File: src/rtl/gpio_bank_pkg.sv
package gpio_bank_pkg;

  localparam int ADDR_W = 7;
  localparam int WORD_W = 32;

  typedef enum logic [2:0] {
    RG_NONE,
    RG_DIR,
    RG_OUT,
    RG_IN,
    RG_MODE
  } region_e;

  typedef enum logic [1:0] {
    AL_NONE,
    AL_WHOLE,
    AL_SET,
    AL_CLR
  } alias_e;

  // bits of data word grp that name an existing pin
  function automatic logic [WORD_W-1:0] word_valid_mask(int num_pins, int grp);
    logic [WORD_W-1:0] m;
    for (int b = 0; b < WORD_W; b++) begin
      m[b] = ((grp * WORD_W + b) < num_pins);
    end
    return m;
  endfunction

  // bits of mode word w that belong to an existing pin's field
  function automatic logic [WORD_W-1:0] mode_valid_mask(int num_pins, int mbits, int w);
    logic [WORD_W-1:0] m;
    int per;
    per = WORD_W / mbits;
    for (int b = 0; b < WORD_W; b++) begin
      m[b] = (b < per * mbits) && ((w * per + b / mbits) < num_pins);
    end
    return m;
  endfunction

endpackage

File: src/rtl/gpio_rst_sync.sv
module gpio_rst_sync (
  input  logic clk,
  input  logic rst_ni,
  output logic rst_no
);

  logic [1:0] stage_q;

  always_ff @(posedge clk or negedge rst_ni) begin
    if (!rst_ni) begin
      stage_q <= 2'b00;
    end else begin
      stage_q <= {stage_q[0], 1'b1};
    end
  end

  assign rst_no = stage_q[1];

endmodule

File: src/rtl/gpio_addr_decode.sv
module gpio_addr_decode
  import gpio_bank_pkg::*;
#(
  parameter int NGRP  = 2,
  parameter int NMODE = 6
) (
  input  logic [ADDR_W-1:0] addr,
  output region_e           region,
  output alias_e            kind,
  output logic [5:0]        index,
  output logic              hit
);

  always_comb begin
    region = RG_NONE;
    kind   = AL_NONE;
    index  = '0;
    hit    = 1'b0;
    if (addr[6]) begin
      region = RG_MODE;
      index  = addr[5:0];
      hit    = (int'(addr[5:0]) < NMODE);
    end else begin
      index = {3'b000, addr[2:0]};
      hit   = (int'(addr[2:0]) < NGRP);
      case (addr[5:3])
        3'd0: begin region = RG_DIR; kind = AL_WHOLE; end
        3'd1: begin region = RG_DIR; kind = AL_SET;   end
        3'd2: begin region = RG_DIR; kind = AL_CLR;   end
        3'd3: begin region = RG_OUT; kind = AL_WHOLE; end
        3'd4: begin region = RG_OUT; kind = AL_SET;   end
        3'd5: begin region = RG_OUT; kind = AL_CLR;   end
        3'd6: begin region = RG_IN; end
        default: begin region = RG_NONE; hit = 1'b0; end
      endcase
    end
  end

endmodule

File: src/rtl/gpio_alias_reg.sv
module gpio_alias_reg
  import gpio_bank_pkg::*;
#(
  parameter int NUM_PINS = 44,
  parameter int NGRP     = 2
) (
  input  logic                   clk,
  input  logic                   rst_n,
  input  logic                   wr_en,
  input  alias_e                 kind,
  input  logic [5:0]             index,
  input  logic [WORD_W-1:0]      wdata,
  output logic [NGRP*WORD_W-1:0] q
);

  logic [NGRP*WORD_W-1:0] q_d;

  always_comb begin
    q_d = q;
    for (int g = 0; g < NGRP; g++) begin
      if (index == 6'(g)) begin
        case (kind)
          AL_WHOLE: q_d[g*WORD_W +: WORD_W] = wdata & word_valid_mask(NUM_PINS, g);
          AL_SET:   q_d[g*WORD_W +: WORD_W] = (q[g*WORD_W +: WORD_W] | wdata)
                                              & word_valid_mask(NUM_PINS, g);
          AL_CLR:   q_d[g*WORD_W +: WORD_W] = q[g*WORD_W +: WORD_W] & ~wdata;
          default:  q_d[g*WORD_W +: WORD_W] = q[g*WORD_W +: WORD_W];
        endcase
      end
    end
  end

  always_ff @(posedge clk or negedge rst_n) begin
    if (!rst_n) begin
      q <= '0;
    end else if (wr_en) begin
      q <= q_d;
    end
  end

endmodule

File: src/rtl/gpio_mode_regs.sv
module gpio_mode_regs
  import gpio_bank_pkg::*;
#(
  parameter int NUM_PINS  = 44,
  parameter int MODE_BITS = 4,
  parameter int NMODE     = 6
) (
  input  logic                    clk,
  input  logic                    rst_n,
  input  logic                    wr_en,
  input  logic [5:0]              index,
  input  logic [WORD_W-1:0]       wdata,
  output logic [NMODE*WORD_W-1:0] q
);

  logic [NMODE*WORD_W-1:0] q_d;

  always_comb begin
    q_d = q;
    for (int k = 0; k < NMODE; k++) begin
      if (index == 6'(k)) begin
        q_d[k*WORD_W +: WORD_W] = wdata & mode_valid_mask(NUM_PINS, MODE_BITS, k);
      end
    end
  end

  always_ff @(posedge clk or negedge rst_n) begin
    if (!rst_n) begin
      q <= '0;
    end else if (wr_en) begin
      q <= q_d;
    end
  end

endmodule

File: src/rtl/gpio_in_sync.sv
module gpio_in_sync #(
  parameter int W = 44
) (
  input  logic         clk,
  input  logic         rst_n,
  input  logic [W-1:0] d,
  output logic [W-1:0] q
);

  logic [W-1:0] meta_q;

  always_ff @(posedge clk or negedge rst_n) begin
    if (!rst_n) begin
      meta_q <= '0;
      q      <= '0;
    end else begin
      meta_q <= d;
      q      <= meta_q;
    end
  end

endmodule

File: src/rtl/gpio_bank.sv
module gpio_bank
  import gpio_bank_pkg::*;
#(
  parameter int NUM_PINS  = 44,
  parameter int MODE_BITS = 4
) (
  input  logic                          clk,
  input  logic                          rst_ni,
  input  logic [6:0]                    bus_addr,
  input  logic                          bus_wr,
  input  logic                          bus_rd,
  input  logic [31:0]                   bus_wdata,
  output logic [31:0]                   bus_rdata,
  input  logic [NUM_PINS-1:0]           pin_in,
  output logic [NUM_PINS-1:0]           pin_oe,
  output logic [NUM_PINS-1:0]           pin_out,
  output logic [NUM_PINS*MODE_BITS-1:0] pin_mode
);

  localparam int PPM   = WORD_W / MODE_BITS;
  localparam int NGRP  = (NUM_PINS + WORD_W - 1) / WORD_W;
  localparam int NMODE = (NUM_PINS + PPM - 1) / PPM;

  logic                    rst_n;
  region_e                 region;
  alias_e                  kind;
  logic [5:0]              index;
  logic                    hit;
  logic                    wr_dir;
  logic                    wr_out;
  logic                    wr_mode;
  logic [NGRP*WORD_W-1:0]  dir_q;
  logic [NGRP*WORD_W-1:0]  out_q;
  logic [NUM_PINS-1:0]     in_q;
  logic [NGRP*WORD_W-1:0]  in_pad;
  logic [NMODE*WORD_W-1:0] mode_q;
  logic [WORD_W-1:0]       rd_word;
  logic [WORD_W-1:0]       rdata_d;
  logic [WORD_W-1:0]       rdata_q;

  gpio_rst_sync u_rst (
    .clk    (clk),
    .rst_ni (rst_ni),
    .rst_no (rst_n)
  );

  gpio_addr_decode #(
    .NGRP  (NGRP),
    .NMODE (NMODE)
  ) u_dec (
    .addr   (bus_addr),
    .region (region),
    .kind   (kind),
    .index  (index),
    .hit    (hit)
  );

  assign wr_dir  = bus_wr && hit && (region == RG_DIR);
  assign wr_out  = bus_wr && hit && (region == RG_OUT);
  assign wr_mode = bus_wr && hit && (region == RG_MODE);

  gpio_alias_reg #(
    .NUM_PINS (NUM_PINS),
    .NGRP     (NGRP)
  ) u_dir (
    .clk   (clk),
    .rst_n (rst_n),
    .wr_en (wr_dir),
    .kind  (kind),
    .index (index),
    .wdata (bus_wdata),
    .q     (dir_q)
  );

  gpio_alias_reg #(
    .NUM_PINS (NUM_PINS),
    .NGRP     (NGRP)
  ) u_out (
    .clk   (clk),
    .rst_n (rst_n),
    .wr_en (wr_out),
    .kind  (kind),
    .index (index),
    .wdata (bus_wdata),
    .q     (out_q)
  );

  gpio_mode_regs #(
    .NUM_PINS  (NUM_PINS),
    .MODE_BITS (MODE_BITS),
    .NMODE     (NMODE)
  ) u_mode (
    .clk   (clk),
    .rst_n (rst_n),
    .wr_en (wr_mode),
    .index (index),
    .wdata (bus_wdata),
    .q     (mode_q)
  );

  gpio_in_sync #(
    .W (NUM_PINS)
  ) u_sync (
    .clk   (clk),
    .rst_n (rst_n),
    .d     (pin_in),
    .q     (in_q)
  );

  assign in_pad = (NGRP*WORD_W)'(in_q);

  // read selection
  always_comb begin
    rd_word = '0;
    for (int g = 0; g < NGRP; g++) begin
      if (index == 6'(g)) begin
        case (region)
          RG_DIR:  rd_word = dir_q[g*WORD_W +: WORD_W];
          RG_OUT:  rd_word = out_q[g*WORD_W +: WORD_W];
          RG_IN:   rd_word = in_pad[g*WORD_W +: WORD_W];
          default: ;
        endcase
      end
    end
    for (int k = 0; k < NMODE; k++) begin
      if ((region == RG_MODE) && (index == 6'(k))) begin
        rd_word = mode_q[k*WORD_W +: WORD_W];
      end
    end
    if (!hit) begin
      rd_word = '0;
    end
  end

  assign rdata_d = bus_rd ? rd_word : '0;

  always_ff @(posedge clk or negedge rst_n) begin
    if (!rst_n) begin
      rdata_q <= '0;
    end else begin
      rdata_q <= rdata_d;
    end
  end

  assign bus_rdata = rdata_q;
  assign pin_oe    = dir_q[NUM_PINS-1:0];
  assign pin_out   = out_q[NUM_PINS-1:0];

  for (genvar n = 0; n < NUM_PINS; n++) begin : g_mode_pin
    assign pin_mode[n*MODE_BITS +: MODE_BITS] =
      mode_q[(n / PPM) * WORD_W + (n % PPM) * MODE_BITS +: MODE_BITS];
  end

endmodule

File: config.mk
export PLATFORM = sky130hd
export DESIGN_NAME = gpio_bank
export DESIGN_NICKNAME = d
export VERILOG_FILES = /design/src/rtl/gpio_bank_pkg.sv /design/src/rtl/gpio_rst_sync.sv /design/src/rtl/gpio_addr_decode.sv /design/src/rtl/gpio_alias_reg.sv /design/src/rtl/gpio_mode_regs.sv /design/src/rtl/gpio_in_sync.sv /design/src/rtl/gpio_bank.sv
export SDC_FILE = /design/constraint.sdc
export NUM_CORES = 1
export LEC_CHECK = 0
export BUFFER_PORTS_ARGS = -buffer_cell sky130_fd_sc_hd__clkbuf_2
export CAP_MARGIN = 5
export CORE_ASPECT_RATIO = 1.2
export CORE_UTILIZATION = 50
export DETAILED_ROUTE_END_ITERATION = 10
export MAX_ROUTING_LAYER = met4
export PLACE_DENSITY = 0.78
export REMOVE_ABC_BUFFERS = 1
export SLEW_MARGIN = 10
export SYNTH_ARGS = -nofsm -noshare
export SYNTH_HDL_FRONTEND = slang
export SYNTH_SLANG_ARGS = --single-unit
File: constraint.sdc
create_clock -name clk -period 13 [get_ports clk]
set_input_delay 0 -clock clk [delete_from_list [all_inputs] [get_ports clk]]
set_output_delay 0 -clock clk [all_outputs]
set_load 0.01 [all_outputs]
==> results of run 1 <==
## Yosys cell counts (18+ instances only)
cell type / n / share of area [%]
a211oi_1: 33 / 1.3
a21oi_1: 61 / 1.6
a221oi_1: 27 / 1.2
a22o_1: 82 / 3.7
a311oi_1: 22 / 0.98
and2_1: 18 / 0.57
and3_1: 30 / 0.96
buf_2: 30 / 0.77
buf_4: 91 / 3.5
clkbuf_1: 130 / 2.5
dfrtp_1: 426 / 54
inv_1: 22 / 0.42
mux2_2: 169 / 9.7
mux2i_1: 20 / 1.0
nand2_1: 42 / 0.80
nand3_1: 21 / 0.54
nor2_1: 36 / 0.69
o21a_1: 42 / 1.6
o21ai_0: 130 / 3.3
o22ai_1: 28 / 0.89
o31ai_1: 35 / 1.3
## repair_timing
item                                   CTS  global route
hold buffers                            79             0
endpoints found under the hold margin  354             0
gates resized for setup                  0             0
## worst max-delay path by stage
stage	start	endpoint
2_1_floorplan	u_rst.stage_q[1]$_DFF_PN0_	bus_rdata[0]$_DFF_PN0_
3_3_place_gp	bus_addr[6]	u_mode.q[68]$_DFFE_PN0P_
3_5_place_dp	bus_addr[6]	u_mode.q[68]$_DFFE_PN0P_
4_1_cts	bus_addr[6]	u_mode.q[68]$_DFFE_PN0P_
5_1_grt	bus_addr[6]	u_mode.q[69]$_DFFE_PN0P_
6_report	bus_addr[6]	u_mode.q[68]$_DFFE_PN0P_
## flip-flops by register name, summed over array words and instances (netlist names)
register / cells
u_sync.q: 44
u_mode.q: 176
u_rst.stage_q: 2
u_out.q: 64
bus_rdata: 32
u_dir.q: 64
u_sync.meta_q: 44
## worst register-to-register path, cell delays in order, from the launching register on
cell and delay (ns):
dfrtp_4 0.98, buf_12 0.72, buf_12 0.94
## report_power, final
part	switching, mW	internal [mW]
combinational	0.194	0.115
sequential	0.0532	1.39
clock	0.549	0.776
total	0.797	2.28
## logic make-up after synthesis
kind of cell	share of synthesized area, %
mux	11.2
flops	54.4
compound gates	21.4
other cells	0.0191
simple gates	5.53
buf+inv	7.51
## cell type report
| type | count | share of cell area, % |
|---|---|---|
| sequential | 426 | 45.6 |
| inverter | 23 | 0.369 |
| clock buffer | 56 | 5.11 |
| tap | 526 | 2.81 |
| timing repair buffer | 487 | 12.5 |
| clock inverter | 22 | 1.34 |
| multi-input combinational | 983 | 32.3 |
## layer usage
| layer | routed length (µm) | vias to the layer above |
|---|---|---|
| met2 | 32000 | 1086 |
| met4 | 3310 | 0 |
| met1 | 25000 | 8241 |
| li1 | - | 6804 |
| met3 | 6080 | 247 |
| met5 | 0 | - |
==> metrics.txt, run 1 <==
YS warnings=0; leading cell type in the layout, fill and taps excluded=dfrtp_1; Core Area=0.0387 mm²; starting DRC count in detailed routing=1,543; DP Cell Count=2,366; register area=0.0107 mm²; worst hold stages=3; CP delay by family, top=simple AND/OR/NAND/NOR gates; Multi-input gate area=0.00756 mm²; RSZ-0062 raised after global routing=false; vias per inst=6.49; Mean Syn Cell Area=11.5 µm²; DP Area=0.0211 mm²; die extent in y=219 µm; Total Wirelength=66,300 µm; drt wl/cell=26.3 µm; RR Endpoint=u_dir.q[54]$_DFFE_PN0P_; sequential-to-total area share from yosys stat=54.4%; synthesized area=0.0196 mm²; clock slew at reported path FFs=0.06 ns; Post-synth top flop=dfrtp_1; DR DRC count=0; Post-DRT Antenna Nets=0; row count=79; max_cap viols=0; vias in the first global route=16,300; initial antenna violation count=0; share of flip-flops with an asynchronous set or reset=100%; power density cells=131 mW/mm²; hold endpoint=u_out.q[39]$_DFFE_PN0P_; first-pass GRT wire length=98,500 µm; worst min-delay path category=in -> reg; CTS Sinks=426; Setup Fix Bufs, Post-CTS=0; layout cells sized above 1=34.0%; Die Wd=183 µm; Final Cycle Share=31.4%; CTS tree=done; Pleak=11.4 nW; Placer Congestion=0.867; Critical Path Start Type=input pin; CTS Buffer Depth=3; # setup viols final=0; Final Hold Fails=0; met2 usage=54.1%; r2r startpoint=u_rst.stage_q[1]$_DFF_PN0_; maximum vdd ir drop=0.114 mV; setup TNS=0 ns; GR Overflow Total=0; Num CTS Buffers=44; Antenna Cells=0; routed vias=16,400; clk_skew=0.0251 ns; H-tree level count=2; GR Util met3=6.47%; Syn-to-layout area delta=19.4%; starting density of the core=50.6%; crit path cell chain=clkbuf_2 > buf_4 > or4b_1 > nor2_8 > nand3_2 > mux2_1; CP max-delay cell=nand3_2; status=finished clean; most frequent cells in the layout=425 x dfrtp_1, 381 x clkbuf_2, 169 x mux2_2; Worst path depth=6; GR Util met1=41.3%; Hold Worst Slack=0.0565 ns; drt first pass iters=6; Slew headroom=16.0%; Post-synth EDFFs=0; Cell variety after synth=66; power consumption=3.07 mW; GR peak layer=met2; critical path arrival=4.54 ns; Final nets=2,052; # port buffers=382; io pins=383; Fillers=3,119; post-layout min period=4.08 ns; setup slack at placement=8.56 ns; gr usage total=33.8%; Post-DP HPWL=40,500 µm; die area=0.0400 mm²; kind of end point of the critical path=flip-flop; CTS Root Cell=clkbuf_16; worst reg-to-reg setup slack=10.21 ns; Largest stage delay, worst path=1.15 ns; crit path kind=in -> reg; Crit path required time=13.45 ns; critical hold path startpoint=bus_wr; Clock Latency Late Sink=0.58 ns; Mapped Cells=1,698; Max Transition Viols Final=0; design area=0.0234 mm²; largest net degree at the start of global routing=191; maximum fanout along the worst path=51; worst r2r path cells=2; utilization after layout=60.4%; fmax=0.245 GHz; worst slew pin tran=1.26 ns; Finished Layout Cells=2,523; Synth Register Bits=426; setup ws final=8.92 ns; Buf/Inv on CP=2
Note: power is estimated with default switching activity, not from simulation.
==> inputs of run 2 (changes only) <==
--- a/config.mk
+++ b/config.mk
@@ -11,7 +11,7 @@
 export CORE_UTILIZATION = 50
 export DETAILED_ROUTE_END_ITERATION = 10
 export MAX_ROUTING_LAYER = met4
-export PLACE_DENSITY = 0.78
+export PLACE_DENSITY = 0.75
 export REMOVE_ABC_BUFFERS = 1
 export SLEW_MARGIN = 10
 export SYNTH_ARGS = -nofsm -noshare
==> constraint.sdc (replaced) <==
create_clock -name clk -period 3.8 [get_ports clk]
set_input_delay 0 -clock clk [delete_from_list [all_inputs] [get_ports clk]]
set_output_delay 0 -clock clk [all_outputs]
set_load 0.01 [all_outputs]
==> run 2 against run 1 <==
Clock power rose to 3.2 times the previous value. Register-to-register slack got worse by 8.1 ns. Non-clock buffer count rose by 25. Wire length fell by 1.2%. Critical path depth did not move. Die area did not move. Final area rose by 0.53%. Setup slack got worse by 7.8 ns. Sequential power rose to 3.4 times the previous value. Hold slack improved by 0.020 ns. Sequential share of layout area fell by 0.24 points. Critical path type unchanged. Largest cell class unchanged. Largest power group unchanged.
==> metrics.txt, run 2 (synthesis results as in run 1) <==
status=finished clean; Total Wirelength=65,500 µm (-1.2%); leading cell type in the layout, fill and taps excluded=dfrtp_1; part of the power in the clock network=41.3% (-1.8 points); Sw Ratio=26.2% (+0.25 points); Syn-to-layout area delta=20.0%; CTS Sinks=426 (unchanged); worst slew pin tran=1.25 ns (-0.0103 ns); CTS Root Cell=clkbuf_16; post-layout min period=2.72 ns; largest register by flop count=u_mode.q; DR DRC count=0 (unchanged); vias in the first global route=16,200 (-1.0%); clk_skew=0.0230 ns (-0.00213 ns); CTS Buffer Depth=3 (unchanged); drt first pass iters=6 (unchanged); sequential share of power=48.3% (+1.5 points); Pleak=11.6 nW (+1.1%); CP delay by family, top=simple AND/OR/NAND/NOR gates; routed vias=16,200 (-0.85%); NetSw=2.67 mW (+240%); maximum vdd ir drop=0.350 mV (+210%); layout cells sized above 1=34.9% (+0.90 points); GR Overflow Total=0 (unchanged); critical path arrival=3.15 ns (-1.39 ns); Worst path depth=6 (unchanged); Setup Fix Bufs, Post-CTS=0 (unchanged); Largest register FFs=176 (unchanged); setup TNS=0 ns (unchanged); Crit path required time=4.23 ns (-9.22 ns); Final nets=2,075 (+1.1%); die extent in y=219 µm (unchanged); drt wl/cell=25.7 µm (-2.2%); fmax=0.368 GHz; setup slack at placement=0.596 ns (-7.97 ns); setup ws final=1.08 ns (-7.84 ns); Core Area=0.0387 mm² (unchanged); CP max-delay cell=or3_2; hold-fix buffers at CTS=80 (+1.3%); Placer Congestion=0.871 (+0.45%); kind of end point of the critical path=flip-flop; Clock Latency Late Sink=0.56 ns (-0.02 ns); worst hold stages=2 (-1); CTS tree=done; Buf/Inv on CP=2 (unchanged); Num CTS Buffers=42 (-4.5%); starting DRC count in detailed routing=1,579 (+2.3%); # port buffers=382 (unchanged); maximum fanout along the worst path=38 (-25%); Max Transition Viols Final=0 (unchanged); # setup viols final=0 (unchanged); Critical Path Start Type=input pin; crit path kind=in -> reg; initial antenna violation count=2 (+2); Comb pwr share=10.4% (+0.3 points); Internal=7.54 mW (+230%); Final Cycle Share=71.6%; utilization after layout=60.7% (+0.32 points); clock slew at reported path FFs=0.06 ns (about the same); Slew headroom=16.6% (+0.60 points); worst r2r path cells=4 (+2); io pins=383 (unchanged); largest net degree at the start of global routing=89 (-53%); vias per inst=6.37 (-1.8%); max_cap viols=0 (unchanged); gr usage total=33.7% (-0.12 points); RSZ-0062 raised after global routing=false; # resized after CTS=0 (unchanged); starting density of the core=50.6% (unchanged); power density cells=434 mW/mm² (+230%); most frequent cells in the layout=425 x dfrtp_1, 380 x clkbuf_2, 169 x mux2_2; Largest stage delay, worst path=0.94 ns (-0.21 ns); worst min-delay path category=in -> reg; Die Wd=183 µm (unchanged); first-pass GRT wire length=98,100 µm (-0.44%); top flop regs=u_mode.q: 176 flops, u_dir.q: 64 flops, u_out.q: 64 flops; Final Hold Fails=0 (unchanged); H-tree level count=2 (unchanged); row count=79 (unchanged); Post-DRT Antenna Nets=0 (unchanged); crit path cell chain=clkbuf_2 > nor4b_2 > buf_4 > nand3_1 > or3_2 > mux2_2; Post-DP HPWL=42,300 µm (+4.5%); die area=0.0400 mm² (unchanged)
run 2: power groups by stage:
stage / Clock (mW) / Sequential [mW] / Combinational (mW)
finish: 4.22 / 4.93 / 1.07
global route: 4.46 / 4.95 / 1.14
CTS: 4.25 / 4.92 / 1.06
detailed placement: 0 / 5.00 / 0.987
global placement: 0 / 5.00 / 0.966
floorplan: 0 / 5.08 / 0.324
run 2: metal layers:
layer | up-vias | GRT usage [%] | routed length, µm | share of wire, %
li1 | 6838 | - | - | -
met1 | 8124 | 40.5 | 24600 | 38
met2 | 1033 | 53.1 | 31400 | 48
met3 | 243 | 7.80 | 6000 | 9.2
met4 | 0 | 17.4 | 3450 | 5.3
met5 | - | - | 0 | 0
run 2: stage by stage:
step                cell area [µm²]  hold slack [ns]  cells  power [mW]
global placement              21300           -0.214   2390        5.96
detailed placement            21300           -0.212   2390        5.99
finish                        23500           0.0763   2548        10.2
floorplan                     18200           -0.296   1432        5.40
CTS                           23500           0.0560   2546        10.2
global route                  23500           0.0749   2548        10.6
run 2: final cells by class:
type | count | area (µm²)
fill | 3098 | 15200
sequential | 426 | 10700
multi-input combinational | 983 | 7560
timing repair buffer | 512 | 3170
clock buffer | 56 | 1210
tap | 526 | 658
clock inverter | 20 | 175
inverter | 23 | 86.3
antenna | 2 | 5.00
run 2: final timing paths:
path / startpoint / endpoint / slack, ns
setup / recovery: bus_addr[5] / u_mode.q[116]$_DFFE_PN0P_ / 1.08
hold / removal: pin_in[7] / u_sync.meta_q[7]$_DFF_PN0_ / 0.08
setup reg to reg: u_mode.q[53]$_DFFE_PN0P_ / bus_rdata[21]$_DFF_PN0_ / 2.11
hold reg to reg: u_sync.meta_q[38]$_DFF_PN0_ / u_sync.q[38]$_DFF_PN0_ / 0.34
max in group asynchronous: u_rst.stage_q[1]$_DFF_PN0_ / bus_rdata[28]$_DFF_PN0_ / 2.34
min in group asynchronous: rst_ni / u_rst.stage_q[1]$_DFF_PN0_ / 0.28
